<file path="src/rtl/ow_scan_pkg.sv">
package ow_scan_pkg;

   typedef enum logic [1:0] {
      OW_RESET = 2'd0,
      OW_WRITE = 2'd1,
      OW_READ  = 2'd2
   } ow_op_e;

   typedef enum logic [1:0] {
      SQ_IDLE    = 2'd0,
      SQ_COLLECT = 2'd1,
      SQ_CONVERT = 2'd2
   } sq_state_e;

   localparam logic [7:0] CMD_READ_ROM = 8'h33;
   localparam logic [7:0] CMD_SKIP_ROM = 8'hCC;
   localparam logic [7:0] CMD_READ_PAD = 8'hBE;
   localparam logic [7:0] CMD_CONVERT  = 8'h44;

   // transfers per slot: reset, read-rom cmd, id reads, reset, skip, read-pad cmd, temp reads
   function automatic int slot_steps(input int id_bytes, input int temp_bytes);
      return id_bytes + temp_bytes + 5;
   endfunction

endpackage

</file>
<file path="src/rtl/ow_scan_step_rom.sv">
module ow_scan_step_rom
   import ow_scan_pkg::*;
#(
   parameter int ID_BYTES   = 8,
   parameter int TEMP_BYTES = 2,
   parameter int STEP_W     = 4,
   parameter int BYTE_W     = 4
) (
   input  logic              collect,
   input  logic [STEP_W-1:0] step,
   output ow_op_e            op,
   output logic [7:0]        wdata,
   output logic              is_read,
   output logic [BYTE_W-1:0] byte_idx,
   output logic              last_step
);

   localparam int SLOT_STEPS = slot_steps(ID_BYTES, TEMP_BYTES);
   localparam int CONV_LAST  = 2;

   int k;

   always_comb begin
      k         = int'(step);
      op        = OW_RESET;
      wdata     = 8'h00;
      is_read   = 1'b0;
      byte_idx  = '0;
      last_step = 1'b0;
      if (collect) begin
         last_step = (k == SLOT_STEPS - 1);
         if (k == 0) begin
            op = OW_RESET;
         end else if (k == 1) begin
            op    = OW_WRITE;
            wdata = CMD_READ_ROM;
         end else if (k < ID_BYTES + 2) begin
            op       = OW_READ;
            is_read  = 1'b1;
            byte_idx = BYTE_W'(k - 2);
         end else if (k == ID_BYTES + 2) begin
            op = OW_RESET;
         end else if (k == ID_BYTES + 3) begin
            op    = OW_WRITE;
            wdata = CMD_SKIP_ROM;
         end else if (k == ID_BYTES + 4) begin
            op    = OW_WRITE;
            wdata = CMD_READ_PAD;
         end else begin
            op       = OW_READ;
            is_read  = 1'b1;
            byte_idx = BYTE_W'(k - 5);
         end
      end else begin
         last_step = (k == CONV_LAST);
         if (k == 1) begin
            op    = OW_WRITE;
            wdata = CMD_SKIP_ROM;
         end else if (k == 2) begin
            op    = OW_WRITE;
            wdata = CMD_CONVERT;
         end
      end
   end

endmodule

</file>
<file path="src/rtl/ow_scan_seq.sv">
module ow_scan_seq
   import ow_scan_pkg::*;
#(
   parameter int NUM_SLOTS = 16,
   parameter int STEP_W    = 4
) (
   input  logic                         clk,
   input  logic                         rst_n,
   input  logic                         host_req,
   input  logic                         eng_ack,
   input  logic                         last_step,
   output logic                         busy,
   output logic                         collect,
   output logic [$clog2(NUM_SLOTS)-1:0] slot,
   output logic [STEP_W-1:0]            step,
   output logic                         clr_valid
);

   localparam int SLOT_W = $clog2(NUM_SLOTS);
   localparam logic [SLOT_W-1:0] SLOT_LAST = SLOT_W'(NUM_SLOTS - 1);

   sq_state_e state_q;
   logic      conv_pending_q;

   assign busy      = (state_q != SQ_IDLE);
   assign collect   = (state_q == SQ_COLLECT);
   assign clr_valid = host_req && (state_q == SQ_IDLE);

   always_ff @(posedge clk) begin
      if (!rst_n) begin
         state_q        <= SQ_IDLE;
         conv_pending_q <= 1'b0;
         slot           <= '0;
         step           <= '0;
      end else begin
         case (state_q)
            SQ_IDLE: begin
               if (host_req) begin
                  slot    <= '0;
                  step    <= '0;
                  state_q <= conv_pending_q ? SQ_COLLECT : SQ_CONVERT;
               end
            end
            SQ_COLLECT: begin
               if (eng_ack) begin
                  if (last_step) begin
                     step <= '0;
                     if (slot == SLOT_LAST) begin
                        slot    <= '0;
                        state_q <= SQ_CONVERT;
                     end else begin
                        slot <= slot + 1'b1;
                     end
                  end else begin
                     step <= step + 1'b1;
                  end
               end
            end
            SQ_CONVERT: begin
               if (eng_ack) begin
                  if (last_step) begin
                     step           <= '0;
                     conv_pending_q <= 1'b1;
                     state_q        <= SQ_IDLE;
                  end else begin
                     step <= step + 1'b1;
                  end
               end
            end
            default: state_q <= SQ_IDLE;
         endcase
      end
   end


   req_hold_chk: assert property (@(posedge clk) disable iff (!rst_n)
      busy && !eng_ack |=> busy && $stable(slot) && $stable(step) && $stable(collect));


   start_src_chk: assert property (@(posedge clk) disable iff (!rst_n)
      $rose(busy) |-> $past(host_req));


   late_req_chk: assert property (@(posedge clk) disable iff (!rst_n)
      busy && !collect && eng_ack && last_step && host_req |=> !busy);

endmodule

</file>
<file path="src/rtl/ow_scan_results.sv">
module ow_scan_results #(
   parameter int NUM_SLOTS  = 16,
   parameter int ID_BYTES   = 8,
   parameter int TEMP_BYTES = 2,
   parameter int BYTE_W     = 4
) (
   input  logic                         clk,
   input  logic                         rst_n,
   input  logic                         clr_valid,
   input  logic                         byte_we,
   input  logic [$clog2(NUM_SLOTS)-1:0] byte_slot,
   input  logic [BYTE_W-1:0]            byte_idx,
   input  logic [7:0]                   byte_data,
   input  logic                         set_valid,
   input  logic [$clog2(NUM_SLOTS)-1:0] rd_slot,
   output logic [8*ID_BYTES-1:0]        rd_id,
   output logic [8*TEMP_BYTES-1:0]      rd_temp,
   output logic                         rd_valid
);

   localparam int SLOT_W = $clog2(NUM_SLOTS);
   localparam int ID_W   = 8 * ID_BYTES;
   localparam int TEMP_W = 8 * TEMP_BYTES;

   logic [ID_W-1:0]   id_all    [NUM_SLOTS];
   logic [TEMP_W-1:0] temp_all  [NUM_SLOTS];
   logic              valid_all [NUM_SLOTS];

   for (genvar g = 0; g < NUM_SLOTS; g++) begin : g_slot
      logic [ID_W-1:0]   id_r;
      logic [TEMP_W-1:0] temp_r;
      logic              valid_r;
      logic              hit;

      assign hit = byte_we && (byte_slot == SLOT_W'(g));

      always_ff @(posedge clk) begin
         if (!rst_n) begin
            id_r    <= '0;
            temp_r  <= '0;
            valid_r <= 1'b0;
         end else begin
            for (int b = 0; b < ID_BYTES; b++) begin
               if (hit && byte_idx == BYTE_W'(b)) id_r[8*b +: 8] <= byte_data;
            end
            for (int t = 0; t < TEMP_BYTES; t++) begin
               if (hit && byte_idx == BYTE_W'(ID_BYTES + t)) temp_r[8*t +: 8] <= byte_data;
            end
            if (clr_valid) valid_r <= 1'b0;
            else if (set_valid && byte_slot == SLOT_W'(g)) valid_r <= 1'b1;
         end
      end

      assign id_all[g]    = id_r;
      assign temp_all[g]  = temp_r;
      assign valid_all[g] = valid_r;


      valid_src_chk: assert property (@(posedge clk) disable iff (!rst_n)
         $rose(valid_r) |-> $past(set_valid && byte_slot == SLOT_W'(g)));


      valid_clr_chk: assert property (@(posedge clk) disable iff (!rst_n)
         clr_valid |=> !valid_r);
   end

   assign rd_id    = id_all[rd_slot];
   assign rd_temp  = temp_all[rd_slot];
   assign rd_valid = valid_all[rd_slot];

endmodule

</file>
<file path="src/rtl/ow_scan_top.sv">
module ow_scan_top
   import ow_scan_pkg::*;
#(
   parameter int NUM_SLOTS  = 16,
   parameter int ID_BYTES   = 8,
   parameter int TEMP_BYTES = 2
) (
   input  logic                         clk,
   input  logic                         rst_n,
   input  logic                         host_req,
   output logic                         host_busy,
   input  logic [$clog2(NUM_SLOTS)-1:0] rd_slot,
   output logic [8*ID_BYTES-1:0]        rd_id,
   output logic [8*TEMP_BYTES-1:0]      rd_temp,
   output logic                         rd_valid,
   output logic                         eng_req,
   output logic [1:0]                   eng_op,
   output logic [7:0]                   eng_wdata,
   output logic [$clog2(NUM_SLOTS)-1:0] eng_slot,
   output logic                         eng_bcast,
   input  logic                         eng_ack,
   input  logic [7:0]                   eng_rdata
);

   localparam int SLOT_W     = $clog2(NUM_SLOTS);
   localparam int SLOT_STEPS = slot_steps(ID_BYTES, TEMP_BYTES);
   localparam int STEP_W     = $clog2(SLOT_STEPS);
   localparam int BYTE_W     = $clog2(ID_BYTES + TEMP_BYTES);

   if (NUM_SLOTS < 2 || (NUM_SLOTS & (NUM_SLOTS - 1)) != 0) begin : g_bad_slots
      $error("NUM_SLOTS must be a power of two of at least 2");
   end
   if (ID_BYTES < 1 || TEMP_BYTES < 1) begin : g_bad_bytes
      $error("ID_BYTES and TEMP_BYTES must be at least 1");
   end

   logic              busy;
   logic              collect;
   logic [SLOT_W-1:0] slot;
   logic [STEP_W-1:0] step;
   logic              clr_valid;
   ow_op_e            op;
   logic [7:0]        wdata;
   logic              is_read;
   logic [BYTE_W-1:0] byte_idx;
   logic              last_step;
   logic              byte_we;
   logic              set_valid;

   ow_scan_seq #(
      .NUM_SLOTS (NUM_SLOTS),
      .STEP_W    (STEP_W)
   ) u_seq (
      .clk       (clk),
      .rst_n     (rst_n),
      .host_req  (host_req),
      .eng_ack   (eng_ack),
      .last_step (last_step),
      .busy      (busy),
      .collect   (collect),
      .slot      (slot),
      .step      (step),
      .clr_valid (clr_valid)
   );

   ow_scan_step_rom #(
      .ID_BYTES   (ID_BYTES),
      .TEMP_BYTES (TEMP_BYTES),
      .STEP_W     (STEP_W),
      .BYTE_W     (BYTE_W)
   ) u_rom (
      .collect   (collect),
      .step      (step),
      .op        (op),
      .wdata     (wdata),
      .is_read   (is_read),
      .byte_idx  (byte_idx),
      .last_step (last_step)
   );

   assign byte_we   = busy && eng_ack && is_read;
   assign set_valid = busy && eng_ack && collect && last_step;

   ow_scan_results #(
      .NUM_SLOTS  (NUM_SLOTS),
      .ID_BYTES   (ID_BYTES),
      .TEMP_BYTES (TEMP_BYTES),
      .BYTE_W     (BYTE_W)
   ) u_res (
      .clk       (clk),
      .rst_n     (rst_n),
      .clr_valid (clr_valid),
      .byte_we   (byte_we),
      .byte_slot (slot),
      .byte_idx  (byte_idx),
      .byte_data (eng_rdata),
      .set_valid (set_valid),
      .rd_slot   (rd_slot),
      .rd_id     (rd_id),
      .rd_temp   (rd_temp),
      .rd_valid  (rd_valid)
   );

   assign host_busy = busy;
   assign eng_req   = busy;
   assign eng_op    = op;
   assign eng_wdata = wdata;
   assign eng_slot  = collect ? slot : '0;
   assign eng_bcast = busy && !collect;


   done_idle_chk: assert property (@(posedge clk) disable iff (!rst_n)
      eng_req && eng_ack && eng_bcast && eng_op == 2'd1 && eng_wdata == CMD_CONVERT
      |=> !host_busy);

endmodule

</file>
<file path="config.mk">
export PLATFORM = sky130hd
export DESIGN_NAME = ow_scan_top
export DESIGN_NICKNAME = d
export VERILOG_FILES = /design/src/rtl/ow_scan_pkg.sv /design/src/rtl/ow_scan_step_rom.sv /design/src/rtl/ow_scan_seq.sv /design/src/rtl/ow_scan_results.sv /design/src/rtl/ow_scan_top.sv
export SDC_FILE = /design/constraint.sdc
export NUM_CORES = 2
export LEC_CHECK = 0
export BUFFER_PORTS_ARGS = -buffer_cell sky130_fd_sc_hd__buf_2
export CORE_MARGIN = 4
export CORE_UTILIZATION = 50
export CTS_BUF_LIST = sky130_fd_sc_hd__clkbuf_8 sky130_fd_sc_hd__clkbuf_16
export CTS_CLUSTER_DIAMETER = 80
export DETAILED_ROUTE_END_ITERATION = 8
export HOLD_SLACK_MARGIN = 0.03
export PLACE_DENSITY = 0.78
export SLEW_MARGIN = 10
export SYNTH_ARGS = -nofsm -noshare
export SYNTH_HDL_FRONTEND = slang
export SYNTH_SLANG_ARGS = --single-unit
</file>
<file path="constraint.sdc">
create_clock -name clk -period 2.9 [get_ports clk]
set_input_delay 0.29 -clock clk [delete_from_list [all_inputs] [get_ports clk]]
set_output_delay 0.29 -clock clk [all_outputs]
set_load 0.03 [all_outputs]
</file>
==> run_results.csv <==
group,metric,value,unit
status,status,"finished clean",
logic_synthesis,synth_top_area_cell,"dfxtp_1",
layout,final_core_util,57.0,%
detailed_routing,wl,148,mm
pwr,p_leak,30.7,nW
logic_synthesis,synth_area,58000,um^2
clock_tree,clockRootBuffer,"clkbuf_16",
worst_setup_path,start_kind,"flop",
logic_synthesis,synthXorXnorAreaFrac,0.0755,%
logic_synthesis,synth_seq_cells,1307,
timing,fin_ws,0.0998,ns
worst_setup_path,crit_fanout,15,
detailed_routing,drcViolationCount,0,
grt,grt_pass1_wl,231,mm
timing,finalMaxSlewViolations,0,
die,core-area,115000,um^2
logic_synthesis,ys_top_cells_by_area,"dfxtp_1 (45%), mux2i_1 (22%), mux4_2 (16%)",
die,start_util,50.5,%
layout,drive_gt1_share,20.9,%
clock_tree,clk_pin_slew,0.07,ns
timing,holdWs,0.163,ns
timing,worstMarginPinSlew,1.26,ns
grt,grt_max_degree,268,
logic_synthesis,ys_warn_count,0,
worst_setup_path,cp.required,2.61,ns
timing,rsz0062_at_grt,"true",
grt,grt_antenna_before_repair,6,
logic_synthesis,synth_common_cells,"dfxtp_1 (1,307), nand2_1 (1,305), mux2i_1 (1,281)",
worst_setup_path,crit_path_end_kind,"primary output",
timing,fin_setup_tns,0,ns
clock_tree,cts_tree,"done",
clock_tree,cts_sinks,1307,
grt,grt-ovfl-total,0,
die,die_y,349,um
timing,fin_crit_sh,96.6,%
worst_setup_path,cpLargestDelayFamily,"buffers and inverters",
detailed_routing,viasPerCell,5.91,
timing,fmax,357,MHz
logic_synthesis,synthesis.nets,5131,
pwr,worst_ir_drop_vdd,0.000542,V
worst_setup_path,slowest_delay,0.36,ns
place,dpl.hpwl,95.0,mm
place,gp_congestion,0.839,
die,ios,114,
worst_setup_path,crit_slowest_cell,"dfxtp_1",
logic_synthesis,synth_top_area_share,45.1,%
logic_synthesis,yosys.area_share.adder,0.324,%
clock_tree,cts_buffer_depth,3,
die,fp.dieW,349,um
logic_synthesis,yosys_most_used_dff,"dfxtp_1",
logic_synthesis,synth-edff-count,0,
die,die_area,121000,um^2
timing,hold_viol_final,0,
worst_setup_path,crit_chain,"inv_1 -> ha_1 -> buf_6 -> clkinv_2 -> o21ai_2 -> o31ai_2 -> or2_2 -> buf_2",
logic_synthesis,syn_area_per_cell,11.4,um^2
logic_synthesis,synth_compound_area_share,0.729,%
place,place_area,60900,um^2
detailed_routing,ant_nets,0,
timing,maxSlewHeadroom,15.9,%
place,port_buffers,113,
logic_synthesis,synth_top_family_by_area,"multiplexers",
layout,fin_nets,5096,
detailed_routing,drt_iter0_markers,3707,
timing,setup_viol,0,
logic_synthesis,synth.distinct_cells,61,
clock_tree,clk-insertion-delay-late,0.72,ns
flow_run,drv_cap,0,
min_path,hp-class,"primary input to flop",
logic_synthesis,syn_inst,5100,
detailed_routing,via_count,39500,
timing,layout_min_cycle_time,2.80,ns
grt,track_usage,23.9,%
grt,first_global_vias,40100,
die,rows,124,
detailed_routing,routedWlPerCell,22.2,um
place,pre_cts_slack,0.143,ns
worst_setup_path,crit_buf_inv,4,
pwr,power_density,565,nW/um^2
timing,fin_skew,0.0440,ns
logic_synthesis,synthSimpleGateAreaFrac,12.7,%
layout,syn2layout_area_growth,12.8,%
logic_synthesis,synth.most_common_cell,"dfxtp_1",
worst_setup_path,cp.arrival,2.51,ns
logic_synthesis,ys_seq_area_share,45.1,%
layout,nFillCells,9165,
clock_tree,numCtsBuffers,121,
clock_tree,ctsHtreeMaxLevel,3,
worst_setup_path,crit_type,"flop to primary output",
logic_synthesis,synthArstFlopShare,0,%
detailed_routing,drt_pass1_iterations,7,
logic_synthesis,synthMuxAreaShare,37.9,%
layout,fin_area,65400,um^2
path summary, 6_finish.rpt:
| kind | from | to | slack (ns) | cells past startpoint |
|---|---|---|---|---|
| worst min register to register | u_res.g_slot[14].temp_r[14]$_SDFFE_PN0P_ | u_res.g_slot[14].temp_r[14]$_SDFFE_PN0P_ | 0.46 | 2 |
| worst max register to register | u_seq.step[0]$_SDFFE_PN0P_ | u_res.g_slot[11].temp_r[9]$_SDFFE_PN0P_ | 0.19 | 9 |
| worst max-delay path | u_seq.state_q[1]$_SDFFE_PN0P_ | eng_op[0] | 0.1 | 8 |
| worst min-delay path | eng_rdata[6] | u_res.g_slot[2].temp_r[6]$_SDFFE_PN0P_ | 0.16 | 4 |
area by class of cell:
cell class / instances / area (um^2) / share of cell area (%)
multi-input cells: 3342 / 30200 / 46.2
flip-flops and latches: 1307 / 26200 / 40.0
clock buffers: 157 / 3550 / 5.42
repair buffers: 282 / 2730 / 4.18
well taps: 1512 / 1890 / 2.89
clock inverters: 68 / 791 / 1.21
inverters: 11 / 42.5 / 0.0651
diodes: 1 / 2.50 / 0.00383
worst reg2reg max path, delay by kind of cell (launching register included):
family	cells	cell delay, ns
multiplexers	1	0.23
adder cells (fa/ha/maj)	1	0.26
AND/OR/NAND/NOR	2	0.62
AO/OA/AOI/OAI	2	0.62
flip-flops	1	0.31
buffers and inverters	3	0.65
timing repair:
item / 4_1_cts / 5_1_grt
hold buffers: 4 / 0
gates resized for setup: 5 / 20
setup buffers: 0 / 1
endpoints found under the setup margin: 4 / 212
endpoints found under the hold margin: 36 / 0
pin swaps: 0 / 1
cloned: 0 / 0
power by group:
group	internal (mW)	switching (mW)
clock network	10.0	7.09
registers	18.0	0.00543
logic	0.580	1.32
metrics by stage:
| stage | instances | total power [mW] |
|---|---|---|
| global placement | 6449 | 20.2 |
| finish | 6680 | 36.9 |
| detailed placement | 6449 | 20.2 |
| CTS | 6678 | 37.1 |
| floorplan | 5100 | 19.6 |
| global route | 6679 | 38.0 |
cells by family after synthesis:
| kind of cell | Yosys count |
|---|---|
| simple gates | 1575 |
| xor+xnor | 5 |
| compound gates | 60 |
| flops | 1307 |
| buf+inv | 451 |
| mux | 1687 |
| fa+ha+maj | 15 |
cells in the final DEF (no fill, tap or decap), types with 16 or more instances in the layout:
master     netlist  layout
a21oi_1         23      23
dfxtp_1       1307    1307
nand3_4         12      22
inv_1           10      33
clkbuf_16        0     123
clkbuf_8         0      34
clkinv_2         0      18
mux2i_1       1281    1281
nand2_1       1305    1297
mux4_2         405     405
buf_12           0      67
nand3_2        123     114
bufinv_16        0      16
nor2_1          49      48
buf_4           17      98
buf_2           41     107
state kept, by name (all words and copies together), names as in the netlist:
signal / flops
u_res.g_slot.id_r: 1024
u_res.g_slot.temp_r: 256
u_res.g_slot.valid_r: 16
u_seq.conv_pending_q: 1
u_seq.slot: 4
u_seq.state_q: 2
u_seq.step: 4
per-layer routing:
metal	vias to the layer above	track usage, %	part of all wire (%)
li1	17900	-	-
met4	2	7.70	3.2
met1	20000	32.2	43
met3	307	5.56	7.4
met2	1272	38.4	46
met5	-	0	0.0061
No activity file was read; power rests on OpenSTA's default activity.
